==> config.mk <==
export PLATFORM = sky130hd
export DESIGN_NAME = lcd_bus_driver
export DESIGN_NICKNAME = d
export VERILOG_FILES = /design/src/rtl/lcd_bus_pkg.sv /design/src/rtl/lcd_strobe_gen.sv /design/src/rtl/lcd_poll_watch.sv /design/src/rtl/lcd_bus_driver.sv
export SDC_FILE = /design/constraint.sdc
export NUM_CORES = 1
export LEC_CHECK = 0
export CAP_MARGIN = 15
export CORE_AREA = 2 2 93 95
export CTS_BUF_LIST = sky130_fd_sc_hd__clkbuf_16
export CTS_CLUSTER_DIAMETER = 100
export DETAILED_ROUTE_END_ITERATION = 7
export DIE_AREA = 0 0 95 97
export DONT_BUFFER_PORTS = 1
export GPL_ROUTABILITY_DRIVEN = 1
export GPL_TIMING_DRIVEN = 0
export HOLD_SLACK_MARGIN = 0.06
export PLACE_DENSITY = 0.71
export SYNTH_ARGS = -nofsm -noshare
export SYNTH_HDL_FRONTEND = slang
export SYNTH_SLANG_ARGS = --single-unit
==> constraint.sdc <==
create_clock -name clk -period 3.6 [get_ports clk]
set_input_delay 0.36 -clock clk [delete_from_list [all_inputs] [get_ports clk]]
set_output_delay 0.36 -clock clk [all_outputs]
set_load 0.02 [all_outputs]
==> src/rtl/lcd_bus_pkg.sv <==
// Shared types and helpers for the character LCD bus driver.
// Assumes: all timing figures are given in ns and the clock period in ps.
package lcd_bus_pkg;

    // Sequencer states of the request engine.
    typedef enum logic [2:0] {
        ST_IDLE,
        ST_POLL_A,
        ST_POLL_B,
        ST_XFER_A,
        ST_XFER_B
    } drv_state_t;

    // Phases of a single enable strobe.
    typedef enum logic [2:0] {
        PH_IDLE,
        PH_SETUP,
        PH_HIGH,
        PH_HOLD,
        PH_GAP
    } strobe_phase_t;

    // Converts a minimum time into clock cycles, rounded up, at least one.
    function automatic int cycles_for(input int ns, input int period_ps);
        int c;
        c = (ns * 1000 + period_ps - 1) / period_ps;
        return (c < 1) ? 1 : c;
    endfunction

endpackage

==> src/rtl/lcd_strobe_gen.sv <==
// Enable strobe generator.
// One start pulse produces one strobe: SETUP cycles with enable low, HIGH
// cycles with enable high, HOLD cycles with enable low, then an idle gap that
// pads the strobe to the minimum rise-to-rise spacing. The caller must keep the
// select, direction and data lines constant while `active` is high and may
// change them on the cycle `done` is high.
// Assumes: every length parameter is at least 1.
module lcd_strobe_gen
    import lcd_bus_pkg::*;
#(
    parameter int SETUP_CYC = 18,
    parameter int HIGH_CYC  = 29,
    parameter int HOLD_CYC  = 2,
    parameter int CYCLE_CYC = 63
) (
    input  logic clk,
    input  logic rst_n,
    input  logic start,
    output logic strobe_e,
    output logic active,
    output logic sample,
    output logic done
);

    localparam int SPAN    = SETUP_CYC + HIGH_CYC + HOLD_CYC;
    localparam int GAP_CYC = (CYCLE_CYC > SPAN) ? (CYCLE_CYC - SPAN) : 0;
    localparam int LEN_A   = (SETUP_CYC > HIGH_CYC) ? SETUP_CYC : HIGH_CYC;
    localparam int LEN_B   = (HOLD_CYC > GAP_CYC) ? HOLD_CYC : GAP_CYC;
    localparam int MAX_LEN = (LEN_A > LEN_B) ? LEN_A : LEN_B;
    localparam int CNT_W   = $clog2(MAX_LEN + 1);

    localparam logic [CNT_W-1:0] LD_SETUP = CNT_W'(SETUP_CYC - 1);
    localparam logic [CNT_W-1:0] LD_HIGH  = CNT_W'(HIGH_CYC - 1);
    localparam logic [CNT_W-1:0] LD_HOLD  = CNT_W'(HOLD_CYC - 1);
    localparam logic [CNT_W-1:0] LD_GAP   = CNT_W'((GAP_CYC > 0) ? GAP_CYC - 1 : 0);

    strobe_phase_t    phase_q, phase_d;
    logic [CNT_W-1:0] cnt_q, cnt_d;
    logic             e_q;

    // Next phase and down-counter of the current strobe.
    always_comb begin
        phase_d = phase_q;
        cnt_d   = cnt_q;
        done    = 1'b0;
        case (phase_q)
            PH_IDLE: begin
                if (start) begin
                    phase_d = PH_SETUP;
                    cnt_d   = LD_SETUP;
                end
            end
            PH_SETUP: begin
                if (cnt_q == '0) begin
                    phase_d = PH_HIGH;
                    cnt_d   = LD_HIGH;
                end else begin
                    cnt_d = cnt_q - 1'b1;
                end
            end
            PH_HIGH: begin
                if (cnt_q == '0) begin
                    phase_d = PH_HOLD;
                    cnt_d   = LD_HOLD;
                end else begin
                    cnt_d = cnt_q - 1'b1;
                end
            end
            PH_HOLD: begin
                if (cnt_q == '0) begin
                    if (GAP_CYC > 0) begin
                        phase_d = PH_GAP;
                        cnt_d   = LD_GAP;
                    end else begin
                        phase_d = PH_IDLE;
                        done    = 1'b1;
                    end
                end else begin
                    cnt_d = cnt_q - 1'b1;
                end
            end
            PH_GAP: begin
                if (cnt_q == '0) begin
                    phase_d = PH_IDLE;
                    done    = 1'b1;
                end else begin
                    cnt_d = cnt_q - 1'b1;
                end
            end
            default: phase_d = PH_IDLE;
        endcase
    end

    // Phase, counter and a registered enable so the strobe is glitch free.
    always_ff @(posedge clk) begin
        if (!rst_n) begin
            phase_q <= PH_IDLE;
            cnt_q   <= '0;
            e_q     <= 1'b0;
        end else begin
            phase_q <= phase_d;
            cnt_q   <= cnt_d;
            e_q     <= (phase_d == PH_HIGH);
        end
    end

    assign strobe_e = e_q;
    assign active   = (phase_q != PH_IDLE);
    assign sample   = (phase_q == PH_HIGH) && (cnt_q == '0);

    // Independent measurement of high time and rise spacing for the checks.
    logic [15:0] hi_len_q;
    logic [15:0] rise_gap_q;
    logic        rise_now;

    assign rise_now = (phase_q == PH_SETUP) && (cnt_q == '0);

    // Counts cycles of enable high and cycles since the last rising enable.
    always_ff @(posedge clk) begin
        if (!rst_n) begin
            hi_len_q   <= '0;
            rise_gap_q <= '1;
        end else begin
            hi_len_q <= e_q ? hi_len_q + 16'd1 : 16'd0;
            if (rise_now)
                rise_gap_q <= '0;
            else if (rise_gap_q != '1)
                rise_gap_q <= rise_gap_q + 16'd1;
        end
    end


    e_high_len_chk: assert property (@(posedge clk) disable iff (!rst_n)
        $fell(e_q) |-> (hi_len_q == 16'(HIGH_CYC)));


    e_rise_space_chk: assert property (@(posedge clk) disable iff (!rst_n)
        rise_now |-> (rise_gap_q >= 16'(CYCLE_CYC - 1)));

endmodule

==> src/rtl/lcd_poll_watch.sv <==
// Busy-read watchdog.
// Counts status reads that returned busy within one request and reports when
// the next busy read would reach the programmed limit. A limit of zero
// disables the timeout.
// Assumes: `clear` is held while the engine is idle, `hit` marks one busy read.
module lcd_poll_watch #(
    parameter int LIMIT_W = 16
) (
    input  logic               clk,
    input  logic               rst_n,
    input  logic               clear,
    input  logic               hit,
    input  logic [LIMIT_W-1:0] limit,
    output logic               expire
);

    logic [LIMIT_W-1:0] cnt_q;
    logic [LIMIT_W:0]   next_cnt;

    // Busy-read counter, cleared between requests.
    always_ff @(posedge clk) begin
        if (!rst_n || clear)
            cnt_q <= '0;
        else if (hit)
            cnt_q <= cnt_q + 1'b1;
    end

    assign next_cnt = (LIMIT_W+1)'(cnt_q) + 1'b1;
    assign expire   = (limit != '0) && (next_cnt >= (LIMIT_W+1)'(limit));


    poll_bound_chk: assert property (@(posedge clk) disable iff (!rst_n)
        (cnt_q != '0) |-> ((limit == '0) || (cnt_q < limit)));


    hit_after_expire_chk: assert property (@(posedge clk) disable iff (!rst_n)
        hit |-> !expire);

endmodule

==> src/rtl/lcd_bus_driver.sv <==
// Character LCD host bus driver (top).
// Accepts one request at a time, performs status reads until the module
// reports not busy, then performs the requested read or write in eight-line
// or four-line mode, and returns a single-cycle response.
// Assumes: lcd_db_in is driven by the module while lcd_e is high on reads;
// cfg_nibble and cfg_poll_limit stay constant during a request.
module lcd_bus_driver
    import lcd_bus_pkg::*;
#(
    parameter int CLK_PERIOD_PS = 8000,
    parameter int T_SETUP_NS    = 140,
    parameter int T_HIGH_NS     = 230,
    parameter int T_HOLD_NS     = 10,
    parameter int T_CYCLE_NS    = 500,
    parameter int LIMIT_W       = 16
) (
    input  logic               clk,
    input  logic               rst_n,
    input  logic               cfg_nibble,
    input  logic [LIMIT_W-1:0] cfg_poll_limit,
    input  logic               req_valid,
    output logic               req_ready,
    input  logic               req_rs,
    input  logic               req_rw,
    input  logic [7:0]         req_wdata,
    output logic               rsp_valid,
    output logic [7:0]         rsp_rdata,
    output logic [6:0]         rsp_addr,
    output logic               rsp_timeout,
    output logic               lcd_rs,
    output logic               lcd_rw,
    output logic               lcd_e,
    output logic [7:0]         lcd_db_out,
    output logic               lcd_db_oe,
    input  logic [7:0]         lcd_db_in
);

    localparam int SETUP_CYC = cycles_for(T_SETUP_NS, CLK_PERIOD_PS);
    localparam int HIGH_CYC  = cycles_for(T_HIGH_NS, CLK_PERIOD_PS);
    localparam int HOLD_CYC  = cycles_for(T_HOLD_NS, CLK_PERIOD_PS);
    localparam int CYCLE_CYC = cycles_for(T_CYCLE_NS, CLK_PERIOD_PS);

    drv_state_t  state_q;
    logic        start_q;
    logic        strobe_active, strobe_sample, strobe_done;

    // Latched request.
    logic        rs_l, rw_l, nib_l;
    logic [7:0]  wd_l;

    // Bus line registers.
    logic        bus_rs_q, bus_rw_q, bus_oe_q;
    logic [7:0]  bus_db_q;

    // Captured status and data.
    logic        flag_q;
    logic [6:0]  ac_q;
    logic [7:0]  rd_q;
    logic        rsp_valid_q, timeout_q;

    logic        poll_end, poll_hit, poll_expire, watch_clear;

    lcd_strobe_gen #(
        .SETUP_CYC (SETUP_CYC),
        .HIGH_CYC  (HIGH_CYC),
        .HOLD_CYC  (HOLD_CYC),
        .CYCLE_CYC (CYCLE_CYC)
    ) u_strobe (
        .clk      (clk),
        .rst_n    (rst_n),
        .start    (start_q),
        .strobe_e (lcd_e),
        .active   (strobe_active),
        .sample   (strobe_sample),
        .done     (strobe_done)
    );

    assign poll_end    = strobe_done &&
                         ((state_q == ST_POLL_B) || ((state_q == ST_POLL_A) && !nib_l));
    assign poll_hit    = poll_end && flag_q && !poll_expire;
    assign watch_clear = (state_q == ST_IDLE);

    lcd_poll_watch #(
        .LIMIT_W (LIMIT_W)
    ) u_watch (
        .clk    (clk),
        .rst_n  (rst_n),
        .clear  (watch_clear),
        .hit    (poll_hit),
        .limit  (cfg_poll_limit),
        .expire (poll_expire)
    );

    // Captures status and read data in the last cycle of enable high.
    always_ff @(posedge clk) begin
        if (!rst_n) begin
            flag_q <= 1'b0;
            ac_q   <= '0;
        end else if (strobe_sample) begin
            if (state_q == ST_POLL_A) begin
                flag_q <= lcd_db_in[7];
                if (nib_l)
                    ac_q[6:4] <= lcd_db_in[6:4];
                else
                    ac_q <= lcd_db_in[6:0];
            end else if (state_q == ST_POLL_B) begin
                ac_q[3:0] <= lcd_db_in[7:4];
            end
        end
    end

    // Request engine: status reads, transfer strobes and the response.
    always_ff @(posedge clk) begin
        if (!rst_n) begin
            state_q     <= ST_IDLE;
            start_q     <= 1'b0;
            rs_l        <= 1'b0;
            rw_l        <= 1'b0;
            nib_l       <= 1'b0;
            wd_l        <= '0;
            bus_rs_q    <= 1'b0;
            bus_rw_q    <= 1'b1;
            bus_oe_q    <= 1'b0;
            bus_db_q    <= '0;
            rd_q        <= '0;
            rsp_valid_q <= 1'b0;
            timeout_q   <= 1'b0;
        end else begin
            start_q     <= 1'b0;
            rsp_valid_q <= 1'b0;
            case (state_q)
                ST_IDLE: begin
                    if (req_valid) begin
                        rs_l      <= req_rs;
                        rw_l      <= req_rw;
                        nib_l     <= cfg_nibble;
                        wd_l      <= req_wdata;
                        rd_q      <= '0;
                        timeout_q <= 1'b0;
                        bus_rs_q  <= 1'b0;
                        bus_rw_q  <= 1'b1;
                        bus_oe_q  <= 1'b0;
                        start_q   <= 1'b1;
                        state_q   <= ST_POLL_A;
                    end
                end
                ST_POLL_A, ST_POLL_B: begin
                    if (strobe_done) begin
                        if ((state_q == ST_POLL_A) && nib_l) begin
                            start_q <= 1'b1;
                            state_q <= ST_POLL_B;
                        end else if (flag_q) begin
                            if (poll_expire) begin
                                timeout_q   <= 1'b1;
                                rsp_valid_q <= 1'b1;
                                state_q     <= ST_IDLE;
                            end else begin
                                start_q <= 1'b1;
                                state_q <= ST_POLL_A;
                            end
                        end else begin
                            bus_rs_q <= rs_l;
                            bus_rw_q <= rw_l;
                            bus_oe_q <= !rw_l;
                            bus_db_q <= nib_l ? {wd_l[7:4], 4'h0} : wd_l;
                            start_q  <= 1'b1;
                            state_q  <= ST_XFER_A;
                        end
                    end
                end
                ST_XFER_A: begin
                    if (strobe_sample && rw_l) begin
                        if (nib_l)
                            rd_q[7:4] <= lcd_db_in[7:4];
                        else
                            rd_q <= lcd_db_in;
                    end
                    if (strobe_done) begin
                        if (nib_l) begin
                            bus_db_q <= {wd_l[3:0], 4'h0};
                            start_q  <= 1'b1;
                            state_q  <= ST_XFER_B;
                        end else begin
                            bus_oe_q    <= 1'b0;
                            rsp_valid_q <= 1'b1;
                            state_q     <= ST_IDLE;
                        end
                    end
                end
                ST_XFER_B: begin
                    if (strobe_sample && rw_l)
                        rd_q[3:0] <= lcd_db_in[7:4];
                    if (strobe_done) begin
                        bus_oe_q    <= 1'b0;
                        rsp_valid_q <= 1'b1;
                        state_q     <= ST_IDLE;
                    end
                end
                default: state_q <= ST_IDLE;
            endcase
        end
    end

    assign req_ready   = (state_q == ST_IDLE);
    assign rsp_valid   = rsp_valid_q;
    assign rsp_rdata   = rd_q;
    assign rsp_addr    = ac_q;
    assign rsp_timeout = timeout_q;
    assign lcd_rs      = bus_rs_q;
    assign lcd_rw      = bus_rw_q;
    assign lcd_db_out  = bus_db_q;
    assign lcd_db_oe   = bus_oe_q;


    bus_stable_chk: assert property (@(posedge clk) disable iff (!rst_n)
        strobe_active |-> ($stable(lcd_rs) && $stable(lcd_rw) &&
                           $stable(lcd_db_oe) && $stable(lcd_db_out)));


    oe_on_write_chk: assert property (@(posedge clk) disable iff (!rst_n)
        lcd_db_oe |-> !lcd_rw);


    xfer_not_busy_chk: assert property (@(posedge clk) disable iff (!rst_n)
        ((state_q == ST_XFER_A) && ($past(state_q) != ST_XFER_A)) |-> !flag_q);


    rsp_single_chk: assert property (@(posedge clk) disable iff (!rst_n)
        rsp_valid |=> !rsp_valid);


    ready_idle_chk: assert property (@(posedge clk) disable iff (!rst_n)
        req_ready |-> !strobe_active);

endmodule

### Yosys cells after proc, flatten, opt, wreduce, memory -nomap -nowiden

Cells that the tools add are included.

* bitwise gates (word level): 0
* div/mod/pow operators: 0
* mux-type cells: 76
* reductions and logical operators: 37
* eq/ne operators: 24
* multipliers: 0
* order comparisons: 1
* shift operators: 0
* add/sub/neg operators: 3

Operator list (number)
* $mux 8: 7
* $mux 3: 12
* $mux 1: 35
* $ne 2x2->1 const B: 15
* $mux 5: 5
* $pmux 5 s5: 1
* $mux 4: 5
* $add 16x1->17 const B: 1
* $ge 17x16->1: 1
* $add 16x1->16 const B: 1
* $pmux 8 s2: 1
* $reduce_bool 16->1: 1
* $eq 3x2->1 const B: 5
* $pmux 3 s5: 1
* $pmux 3 s4: 1
* $pmux 4 s3: 1
* $reduce_and 6->1: 2
* $reduce_and 5->1: 2
* $reduce_and 3->1: 3
* $logic_and 1x1->1: 8
* $pmux 4 s2: 1
* $reduce_and 8->1: 1
* $reduce_bool 2->1: 4
* $eq 3x1->1 const B: 2
* 15 further kinds: 25

* memories: 0
* input bits: 38
* RAM bits: 0
* register bits after elaboration: 69
* latch bits: 0
* logic and storage cells: 162
* ROM bits: 0

### Logic depth before layout (Yosys ltp)

Gate-level depths: netlist (run 1).

* depth in word-level cells: 8
* mapped depth: 15

### Modules after synthesis

From an unflattened synthesis (run 1), not the netlist that was laid out.

* cells, all modules: 500
* area total of the unflattened synthesis: 4167.7 um2

By module, submodules not included
* lcd_bus_driver: seq. area each 880.8 um2, instances 1, area an instance 2143.3 um2, cells an instance 244
* lcd_poll_watch: seq. area each 320.3 um2, instances 1, area an instance 1416.4 um2, cells an instance 182
* lcd_strobe_gen: seq. area each 180.2 um2, instances 1, area an instance 608.1 um2, cells an instance 74

### Worst setup path before layout (run 1)

Ideal clock, no wire load.

* kind: register to register
* start point: register u_watch.cnt_q[0]
* end point: register u_watch.cnt_q[11]
* path slack: 352 ps
* required time: 3530 ps
* buffers on the path: 2
* library setup time: 70 ps
* period minus slack after synthesis: 3248 ps
* arrival: 3178 ps
* stages on the path, launching flop included: 16
* path through: dfxtp_1 ha_1 nand3_1 nor3_2 and3_1 nand3_1 xnor2_1 ha_1 nand3_1 nor3_1 o311ai_1 a41oi_1 buf_2 buf_2 o21ai_0 a21oi_1

* longest elaborated chain between the ends: 5

Ends and longest elaborated chain
* start: declaration: line lcd_poll_watch.sv:17 `logic [LIMIT_W-1:0] cnt_q;`
* start signal: assignment: line lcd_poll_watch.sv:25 `cnt_q <= cnt_q + 1'b1;`
* $add 16x1->17: line lcd_poll_watch.sv:28 `assign next_cnt = (LIMIT_W+1)'(cnt_q) + 1'b1;`
* net u_watch.next_cnt[14]: line lcd_poll_watch.sv:18 `logic [LIMIT_W:0] next_cnt;`
* $ge 17x16->1: line lcd_poll_watch.sv:29 `assign expire = (limit != '0) && (next_cnt >= (LIMIT_W+1)'(limit));`
* $logic_and 1x1->1: line lcd_poll_watch.sv:29
* $logic_not 1->1: line lcd_bus_driver.sv:80 `assign poll_hit = poll_end && flag_q && !poll_expire;`
* $logic_and 1x1->1: line lcd_bus_driver.sv:80

The timed path passes the listed nets, and every way through them passes these cells.
A chain may end at the register's enable or synchronous reset.

### Final worst setup path (run 1)

* start point: register u_watch.cnt_q[1]
* end point: register u_watch.cnt_q[10]

The elaborated chain is that of the path after synthesis.

==> flow_summary.ini, run 1 <==
[status]
outcome = complete, no violations

[floorplanning]
chipWidth_um = 95
die_height_um = 97
rows = 33
dieArea_sq_um = 9220
start_util = 0.485
io_pins = 68
core-area_sq_um = 8130

[job]
drv_cap = 0

[final_layout]
area_delta_synth_final_pct = 13.8
final_util = 0.552
fin_cells = 621
drive_above_1_share = 0.0950
postLayoutCellArea_sq_um = 4490
layout.nets = 567
insertedDiodeCount = 0

[sta]
slew_headroom = 0.521
maxSlewViolCount = 0
finalSetupViolCount = 0
period_needed_ps = 3370
fmax_ghz = 0.297
skew_ps = 7.75
hold_viol = 0
holdWs_ps = 156
worst_slew_pin_slew_ps = 713
final.period_utilization = 0.935
setup_ws_ps = 233
fin_tns_setup_ps = 0

[logic_synthesis]
synthMuxAreaShare = 0.0152
synth_nets = 554
synth-compound-area-share = 0.214
syn_inst = 498
yosysUniqueCellTypes = 61
ys.flop_type = dfxtp_1
syn_area_sq_um = 3940
ys_ff_latch = 69
yosysSeqAreaShare = 0.350
synth_fa_ha_area_frac = 0.0571
synth_edf_count = 0
synthArstFlopShare = 0
synth_top_family_by_area = simple AND/OR/NAND/NOR gates
yosys.area_share.simple = 0.281
synth-xor-area-share = 0.0355
synth.avg_cell_area_sq_um = 7.92
ys.warnings.count = 0

[global_route]
met2_usage = 0.361
grt_pass1_vias = 3477
top_usage_layer = met2
grt_max_degree = 14
use_met3 = 0.0623
grt_pass1_wl_um = 16400
antenna_found_initial = 0
met1_usage = 0.288
grt_usage = 0.224
grt-ovfl-total = 0

[power]
p_total_mw = 2.34
p_leak_nw = 1.76
peakVddDrop_mv = 0.328
power_density_nw_per_um2 = 522

[worst_setup_path]
cp.required_ps = 3870
reg2reg_depth = 12
worstPathCellList = ha_2, nand3_2, or2_2, xnor2_1, ha_1, and4_1, a31o_2, o21ai_2, a41oi_2, clkbuf_4, or4b_1, o21ai_0
critPathArrivalTime_ps = 3630
worst_setup_path_start_kind = flop
r2r-start = u_watch.cnt_q[1]
cp_num_buf_inv = 1
worstPathMaxFanout = 10
cpPeakStageDelay_ps = 500
cp-end-kind = flop
crit_family = simple AND/OR/NAND/NOR gates
reg2reg_to = u_watch.cnt_q[10]
r2r_slack_ps = 230
cpMaxStageDelayCell = or4b_1
path_class = reg -> reg

[drt]
via_per_inst = 5.95
route.detailed.drc = 0
vias = 3697
drtAntennaViolNets = 0
avgRoutedWirePerCell_um = 16.2
routed_wl_um = 10000
drt_pass1_iterations = 5
drt_iter0_drc = 180

[placed_design]
post-dp-hpwl_um = 7220
dpl.cell_count = 603
dpl_worst_slack_ps = -408
io_buffers = 0
dpl-instance-area_sq_um = 4080
gp_congestion = 0.847

[min_path]
hp-class = in -> reg
min_to = wd_l[5]
worstHoldStart = req_wdata[5]
hold_depth = 2

[clock_network]
h-tree-depth = 3
insertion_delay_ps = 340
clk_pin_slew_worst_paths_ps = 60
cts_sinks = 69
clk_path_buf_depth = 2
numCtsBuffers = 9
cts_root_buffer = clkbuf_16
cts_tree = done
how the worst max path moves through the flow:
stage	start	endpoint	slack, ps	cells after the start
6_report	u_watch.cnt_q[1]	u_watch.cnt_q[10]	230	12
5_1_grt	u_watch.cnt_q[4]	u_watch.cnt_q[11]	-40	14
4_1_cts	u_watch.cnt_q[0]	u_watch.cnt_q[10]	20	14
3_5_place_dp	u_watch.cnt_q[0]	u_watch.cnt_q[9]	-410	15
3_3_place_gp	u_watch.cnt_q[0]	u_watch.cnt_q[9]	-280	15
2_1_floorplan	u_watch.cnt_q[0]	u_watch.cnt_q[11]	350	15
placed cells by master (no fill, tap or decap), types with 4 or more instances in the layout:
master	synthesis	final
a211oi_1	6	6
a21boi_0	12	12
a21oi_1	38	38
a221o_1	4	4
and2_1	5	5
and3_1	6	5
clkbuf_1	18	17
clkbuf_16	0	9
dfxtp_1	69	66
ha_1	18	17
inv_1	25	25
mux2i_1	6	6
nand2_1	67	67
nand2b_1	11	11
nand3_1	27	23
nand3_2	0	4
nor2_1	34	34
nor2b_1	7	7
nor3_1	13	12
nor4_1	5	5
o211a_1	6	6
o211ai_1	7	7
o21ai_0	23	22
o22ai_1	7	7
or2b_1	4	4
or3_1	5	5
or4_1	7	7
xnor2_1	7	6
xor2_1	9	9
cells in the mapped netlist, types with 6 or more instances:
library cell,instances,area [sq um]
dfxtp_1,69,1380
o211ai_1,7,52.6
and3_1,6,37.5
xnor2_1,7,61.3
nor3_1,13,65.1
nand3_1,27,135
a21boi_0,12,90.1
a21oi_1,38,190
ha_1,18,225
o22ai_1,7,43.8
o211a_1,6,60.1
nand2_1,67,251
xor2_1,9,78.8
mux2i_1,6,60.1
inv_1,25,93.8
clkbuf_1,18,67.6
nor2b_1,7,43.8
nor2_1,34,128
or4_1,7,52.6
nand2b_1,11,68.8
a211oi_1,6,45.0
o21ai_0,23,115
per-layer routing:
| layer | up-vias | wire length, um |
|---|---|---|
| met4 | 0 | 174 |
| met5 | - | 0 |
| li1 | 1822 | - |
| met3 | 17 | 700 |
| met2 | 121 | 4910 |
| met1 | 1737 | 4260 |
layout make-up:
type                       instances  area (sq um)
inverter                          25          93.8
buffer                            23           104
multi-input combinational        381          2460
clock inverter                     7          72.6
timing repair buffer               2          12.5
sequential                        69          1390
fill                             741          3640
tap                              105           131
clock buffer                       9           225
cells by family after synthesis:
kind of cell | after synthesis
muxes | 6
adders and majority gates | 18
buffers and inverters | 48
DFF | 69
AOI/OAI and AO/OA | 128
and+or+nand+nor | 213
xor gates and xnor gates | 16
repair_timing:
| action | 4_1_cts | 5_1_grt |
|---|---|---|
| setup buffers | 1 | 0 |
| pin swaps | 1 | 2 |
| hold buffers | 0 | 0 |
| endpoints found under the setup margin | 16 | 16 |
| resized for setup | 8 | 18 |
power breakdown:
part	internal [mW]	leakage [nW]	switching [mW]
clock network	0.538	0.144	0.357
logic	0.209	1.06	0.336
registers	0.823	0.562	0.0790
total	1.57	1.76	0.773
sequential cells by signal (all words and copies together), names as in the netlist, 3 cells and up:
name              count
lcd_db_out            8
rsp_addr              7
rsp_rdata             8
state_q               3
u_strobe.cnt_q        5
u_strobe.phase_q      3
u_watch.cnt_q        16
wd_l                  8
Note: power is estimated with default switching activity, not from simulation.
==> inputs of run 2 (changes only) <==
Settings changed: CORE_AREA 2 2 93 95 to 2 2 71 124, DIE_AREA 0 0 95 97 to 0 0 73 126.
==> run 2 against run 1 <==
  * Via count is essentially flat
  * Critical endpoint is now u_watch.cnt_q[9]
  * First-iteration DRC count fell by 11%
  * Global-route usage rose by 0.48 points
  * Fmax barely moved
  * Sequential power about the same
  * Die area shrank 0.18%
==> flow_summary.ini, run 2 (same netlist as run 1, synthesis figures left out) <==
[status]
outcome = complete, no violations

[floorplanning]
start_util = 0.481
core-area_sq_um = 8200
dieArea_sq_um = 9200
rows = 44
die_height_um = 126
chipWidth_um = 73
io_pins = 68

[drt]
drt_iter0_drc = 161
vias = 3698
drtAntennaViolNets = 0
drt_pass1_iterations = 4
route.detailed.drc = 0
via_per_inst = 6.08
avgRoutedWirePerCell_um = 16.2
routed_wl_um = 9860

[power]
p_comb_frac = 0.230
internal-power_mw = 1.63
power_frac_clock = 0.390
seqPwrFrac = 0.380
peakVddDrop_mv = 0.335
power_switching_uw = 742
switching_share = 0.312
p_leak_nw = 1.75
p_total_mw = 2.38
power_density_nw_per_um2 = 533

[worst_setup_path]
cp_num_buf_inv = 2
cp-end-kind = flop
path_class = reg -> reg
worst_setup_path_start_kind = flop
cpPeakStageDelay_ps = 380
worstPathCellList = ha_2, nand3_2, nor3_4, and3_2, nand3_1, xnor2_1, ha_1, nand3_1, nor3_2, o311ai_2, a41oi_2, buf_4, buf_4, o21ai_0, a21oi_1
critPathArrivalTime_ps = 3630
worstPathMaxFanout = 10
cpMaxStageDelayCell = dfxtp_2
crit_family = simple AND/OR/NAND/NOR gates
cp.required_ps = 3860

[sta]
hold_viol = 0
worst_slew_pin_slew_ps = 1060
final.period_utilization = 0.935
fmax_ghz = 0.297
setup_ws_ps = 233
maxSlewViolCount = 0
rsz0062_at_grt = true
finalSetupViolCount = 0
slew_headroom = 0.291
holdWs_ps = 158
fin_tns_setup_ps = 0
skew_ps = 6.18
period_needed_ps = 3370

[final_layout]
largest_register_ffs = 16
insertedDiodeCount = 0
register_area_sq_um = 1390
final_util = 0.543
fin_cells = 608
fill_cells = 783
multi_input_area_sq_um = 2430
regMostFlops = u_watch.cnt_q
area_delta_synth_final_pct = 13.0
drive_above_1_share = 0.0891
layout.nets = 567
postLayoutCellArea_sq_um = 4460
layout_commonest_cell = nand2_1
layout_common_cells = nand2_1, dfxtp_1, a21oi_1

[clock_network]
clk_pin_slew_worst_paths_ps = 60
cts_root_buffer = clkbuf_16
h-tree-depth = 3
cts_tree = done
cts_hold_buf = 0
numCtsBuffers = 9
clk_path_buf_depth = 2
insertion_delay_ps = 340
cts_sinks = 69

[placed_design]
post-dp-hpwl_um = 7580
dpl.cell_count = 590
dpl_worst_slack_ps = -527
gp_congestion = 0.907
dpl-instance-area_sq_um = 4060
io_buffers = 0

[global_route]
grt_max_degree = 13
grt_pass1_vias = 3625
grt_usage = 0.229
grt-ovfl-total = 0
antenna_found_initial = 0
grt_pass1_wl_um = 16700

[job]
drv_cap = 0

[min_path]
hp-class = in -> reg
==> run 2: worst reg2reg max path: stages (launching register included) <==
cell and delay (ps):
dfxtp_2 380, ha_2 230, nand3_2 160, nor3_4 190, and3_2 260, nand3_1 140
xnor2_1 180, ha_1 300, nand3_1 120, nor3_2 220, o311ai_2 220, a41oi_2 250
buf_4 220, buf_4 200, o21ai_0 100, a21oi_1 150
==> run 2: per-layer routing <==
| layer | global-route usage | vias to the layer above | routed length, um |
|---|---|---|---|
| li1 | - | 1820 | - |
| met1 | 0.233 | 1747 | 3630 |
| met2 | 0.417 | 100 | 5450 |
| met3 | 0.0600 | 31 | 481 |
| met4 | 0.105 | 0 | 299 |
| met5 | 0 | - | 0 |
==> run 2: final cells by class <==
type / count / share of cell area
well taps: 92 / 0.0258
inverters: 25 / 0.0211
clock inverters: 7 / 0.0202
repair buffers: 2 / 0.00337
plain buffers: 23 / 0.0225
clock buffers: 9 / 0.0505
flip-flops and latches: 69 / 0.311
multi-input cells: 381 / 0.546
==> run 2: power groups by stage <==
stage / Sequential, mW / Combinational (mW) / Clock, mW
2_1_floorplan: 0.902 / 0.433 / 0
3_3_place_gp: 0.915 / 0.522 / 0
3_5_place_dp: 0.918 / 0.540 / 0
4_1_cts: 0.902 / 0.544 / 0.943
5_1_grt: 0.911 / 0.618 / 0.977
6_report: 0.903 / 0.547 / 0.926
==> run 2: timing repair <==
item                       CTS  global route
buffers inserted             1             1
gates resized for setup      9            11
cloned                       0             0
setup endpoints to repair   20            16
pin swaps                    2             3
==> run 2: final timing paths <==
path	from	end	slack (ps)	cells after the start
max	u_watch.cnt_q[0]	u_watch.cnt_q[9]	230	15
min	req_wdata[6]	wd_l[6]	160	2
max reg2reg	u_watch.cnt_q[0]	u_watch.cnt_q[9]	230	15
min reg2reg	wd_l[6]	wd_l[6]	450	2
==> inputs of run 3 (changes only) <==
Settings changed: BUFFER_PORTS_ARGS from default to -buffer_cell sky130_fd_sc_hd__buf_2, CORE_AREA 2 2 71 124 to 2 2 78 135, DIE_AREA 0 0 73 126 to 0 0 80 137, DONT_BUFFER_PORTS 1 to default, PLACE_DENSITY 0.71 to 0.68.
==> run 3 against run 2 <==
  * Critical path depth fell by 1
  * Non-clock buffer count rose by 70
  * Clock skew fell by 2.8 ps
==> flow_summary.ini, run 3 (same netlist as run 1, synthesis figures left out) <==
[clock_network]
clk_pin_slew_worst_paths_ps = 60
cts_hold_buf = 0
numCtsBuffers = 9
cts_root_buffer = clkbuf_16
h-tree-depth = 3
clk_path_buf_depth = 2
cts_tree = done
cts_sinks = 69
insertion_delay_ps = 330

[global_route]
grt_max_degree = 15
grt_pass1_vias = 3822
grt_pass1_wl_um = 17300
grt_usage = 0.200
grt-ovfl-total = 0
antenna_found_initial = 0

[sta]
skew_ps = 3.38
worst_slew_pin_slew_ps = 906
rsz0062_at_grt = true
holdWs_ps = 267
finalSetupViolCount = 0
setup_ws_ps = 236
maxSlewViolCount = 0
hold_viol = 0
period_needed_ps = 3360
final.period_utilization = 0.934
slew_headroom = 0.391
fmax_ghz = 0.297

[worst_setup_path]
path_class = reg -> reg
crit_start = u_watch.cnt_q[0]
cp.required_ps = 3860
r2r-start = u_watch.cnt_q[0]
worst_setup_path_start_kind = flop
reg2reg_depth = 14
critPathCapture = u_watch.cnt_q[10]
critPathArrivalTime_ps = 3620
r2r_slack_ps = 240
cp-end-kind = flop
reg2reg_to = u_watch.cnt_q[10]
worstPathMaxFanout = 10

[power]
peakVddDrop_mv = 0.393
p_leak_nw = 2.10
power_density_nw_per_um2 = 503
internal-power_mw = 1.67
power_frac_clock = 0.395
p_comb_frac = 0.247
seqPwrFrac = 0.358
power_switching_uw = 791
p_total_mw = 2.46
switching_share = 0.321

[final_layout]
area_delta_synth_final_pct = 24.1
layout.nets = 637
final_util = 0.497
regMostFlops = u_watch.cnt_q
largest_register_ffs = 16
insertedDiodeCount = 0
layout_common_cells = buf_2, nand2_1, dfxtp_1
layout_commonest_cell = buf_2
drive_above_1_share = 0.198

[floorplanning]
io_pins = 68
chipWidth_um = 80
dieArea_sq_um = 11000
rows = 48
start_util = 0.400
die_height_um = 137
core-area_sq_um = 9850

[drt]
avgRoutedWirePerCell_um = 15.0
vias = 3916
routed_wl_um = 10700
route.detailed.drc = 0
drt_pass1_iterations = 5
via_per_inst = 5.51
drt_iter0_drc = 180
drtAntennaViolNets = 0

[placed_design]
post-dp-hpwl_um = 8100
io_buffers = 67
dpl_worst_slack_ps = -539
gp_congestion = 0.869

[status]
outcome = complete, no violations

[min_path]
hp-class = in -> reg

[job]
drv_cap = 0
run 3: worst min path at each step:
stage / startpoint / endpoint / slack [ps] / cells past startpoint
after floorplan: wd_l[4] / wd_l[4] / 440 / 2
after global placement: wd_l[6] / wd_l[6] / 440 / 2
after detailed placement: wd_l[5] / wd_l[5] / 450 / 2
after CTS: req_wdata[2] / wd_l[2] / 260 / 3
after global routing: req_wdata[5] / wd_l[5] / 260 / 3
final: req_wdata[4] / wd_l[4] / 270 / 3
run 3: area by class of cell:
| cell class | instances | area [sq um] |
|---|---|---|
| plain buffers | 23 | 97.6 |
| clock buffers | 9 | 225 |
| fillers | 991 | 4950 |
| repair buffers | 72 | 373 |
| inverters | 25 | 93.8 |
| well taps | 125 | 156 |
| clock inverters | 7 | 106 |
| flip-flops and latches | 69 | 1380 |
| multi-input cells | 381 | 2460 |
run 3: critical path: stages, from the launching register on:
cell	delay (ps)
dfxtp_2	380
ha_1	230
nand3_2	170
nor3_4	180
and3_4	250
nand3_1	140
xnor2_1	170
ha_1	300
a21o_1	170
a21oi_1	140
o21a_1	210
a41oi_2	150
buf_2	210
or4b_1	500
o21ai_0	80
run 3: power groups by stage:
stage	registers, mW	clock network [mW]	logic [mW]
6_report	0.881	0.974	0.609
5_1_grt	0.889	1.03	0.686
4_1_cts	0.880	0.992	0.605
3_5_place_dp	0.897	0	0.602
3_3_place_gp	0.893	0	0.589
2_1_floorplan	0.902	0	0.433
run 3: what timing repair did:
action,4_1_cts,5_1_grt
pin swaps,2,4
hold endpoints to repair,0,0
resized for setup,11,11
endpoints found under the setup margin,20,16
cloned,0,0
buffers inserted,1,4
run 3: stage by stage:
step / std cells / area [sq um] / TNS [ps]
finish: 711 / 4900 / 0
global route: 711 / 4900 / -54.8
CTS: 707 / 4830 / 0
detailed placement: 690 / 4440 / -6940
global placement: 690 / 4440 / -5820
floorplan: 498 / 3940 / 0
run 3: layer usage:
layer | GRT usage | vias to the layer above | wire [um] | part of all wire
li1 | - | 1960 | - | -
met4 | 0.0734 | 0 | 210 | 0.020
met5 | 0 | - | 0 | 0
met3 | 0.0376 | 19 | 434 | 0.041
met1 | 0.201 | 1821 | 4060 | 0.38
met2 | 0.395 | 116 | 5960 | 0.56
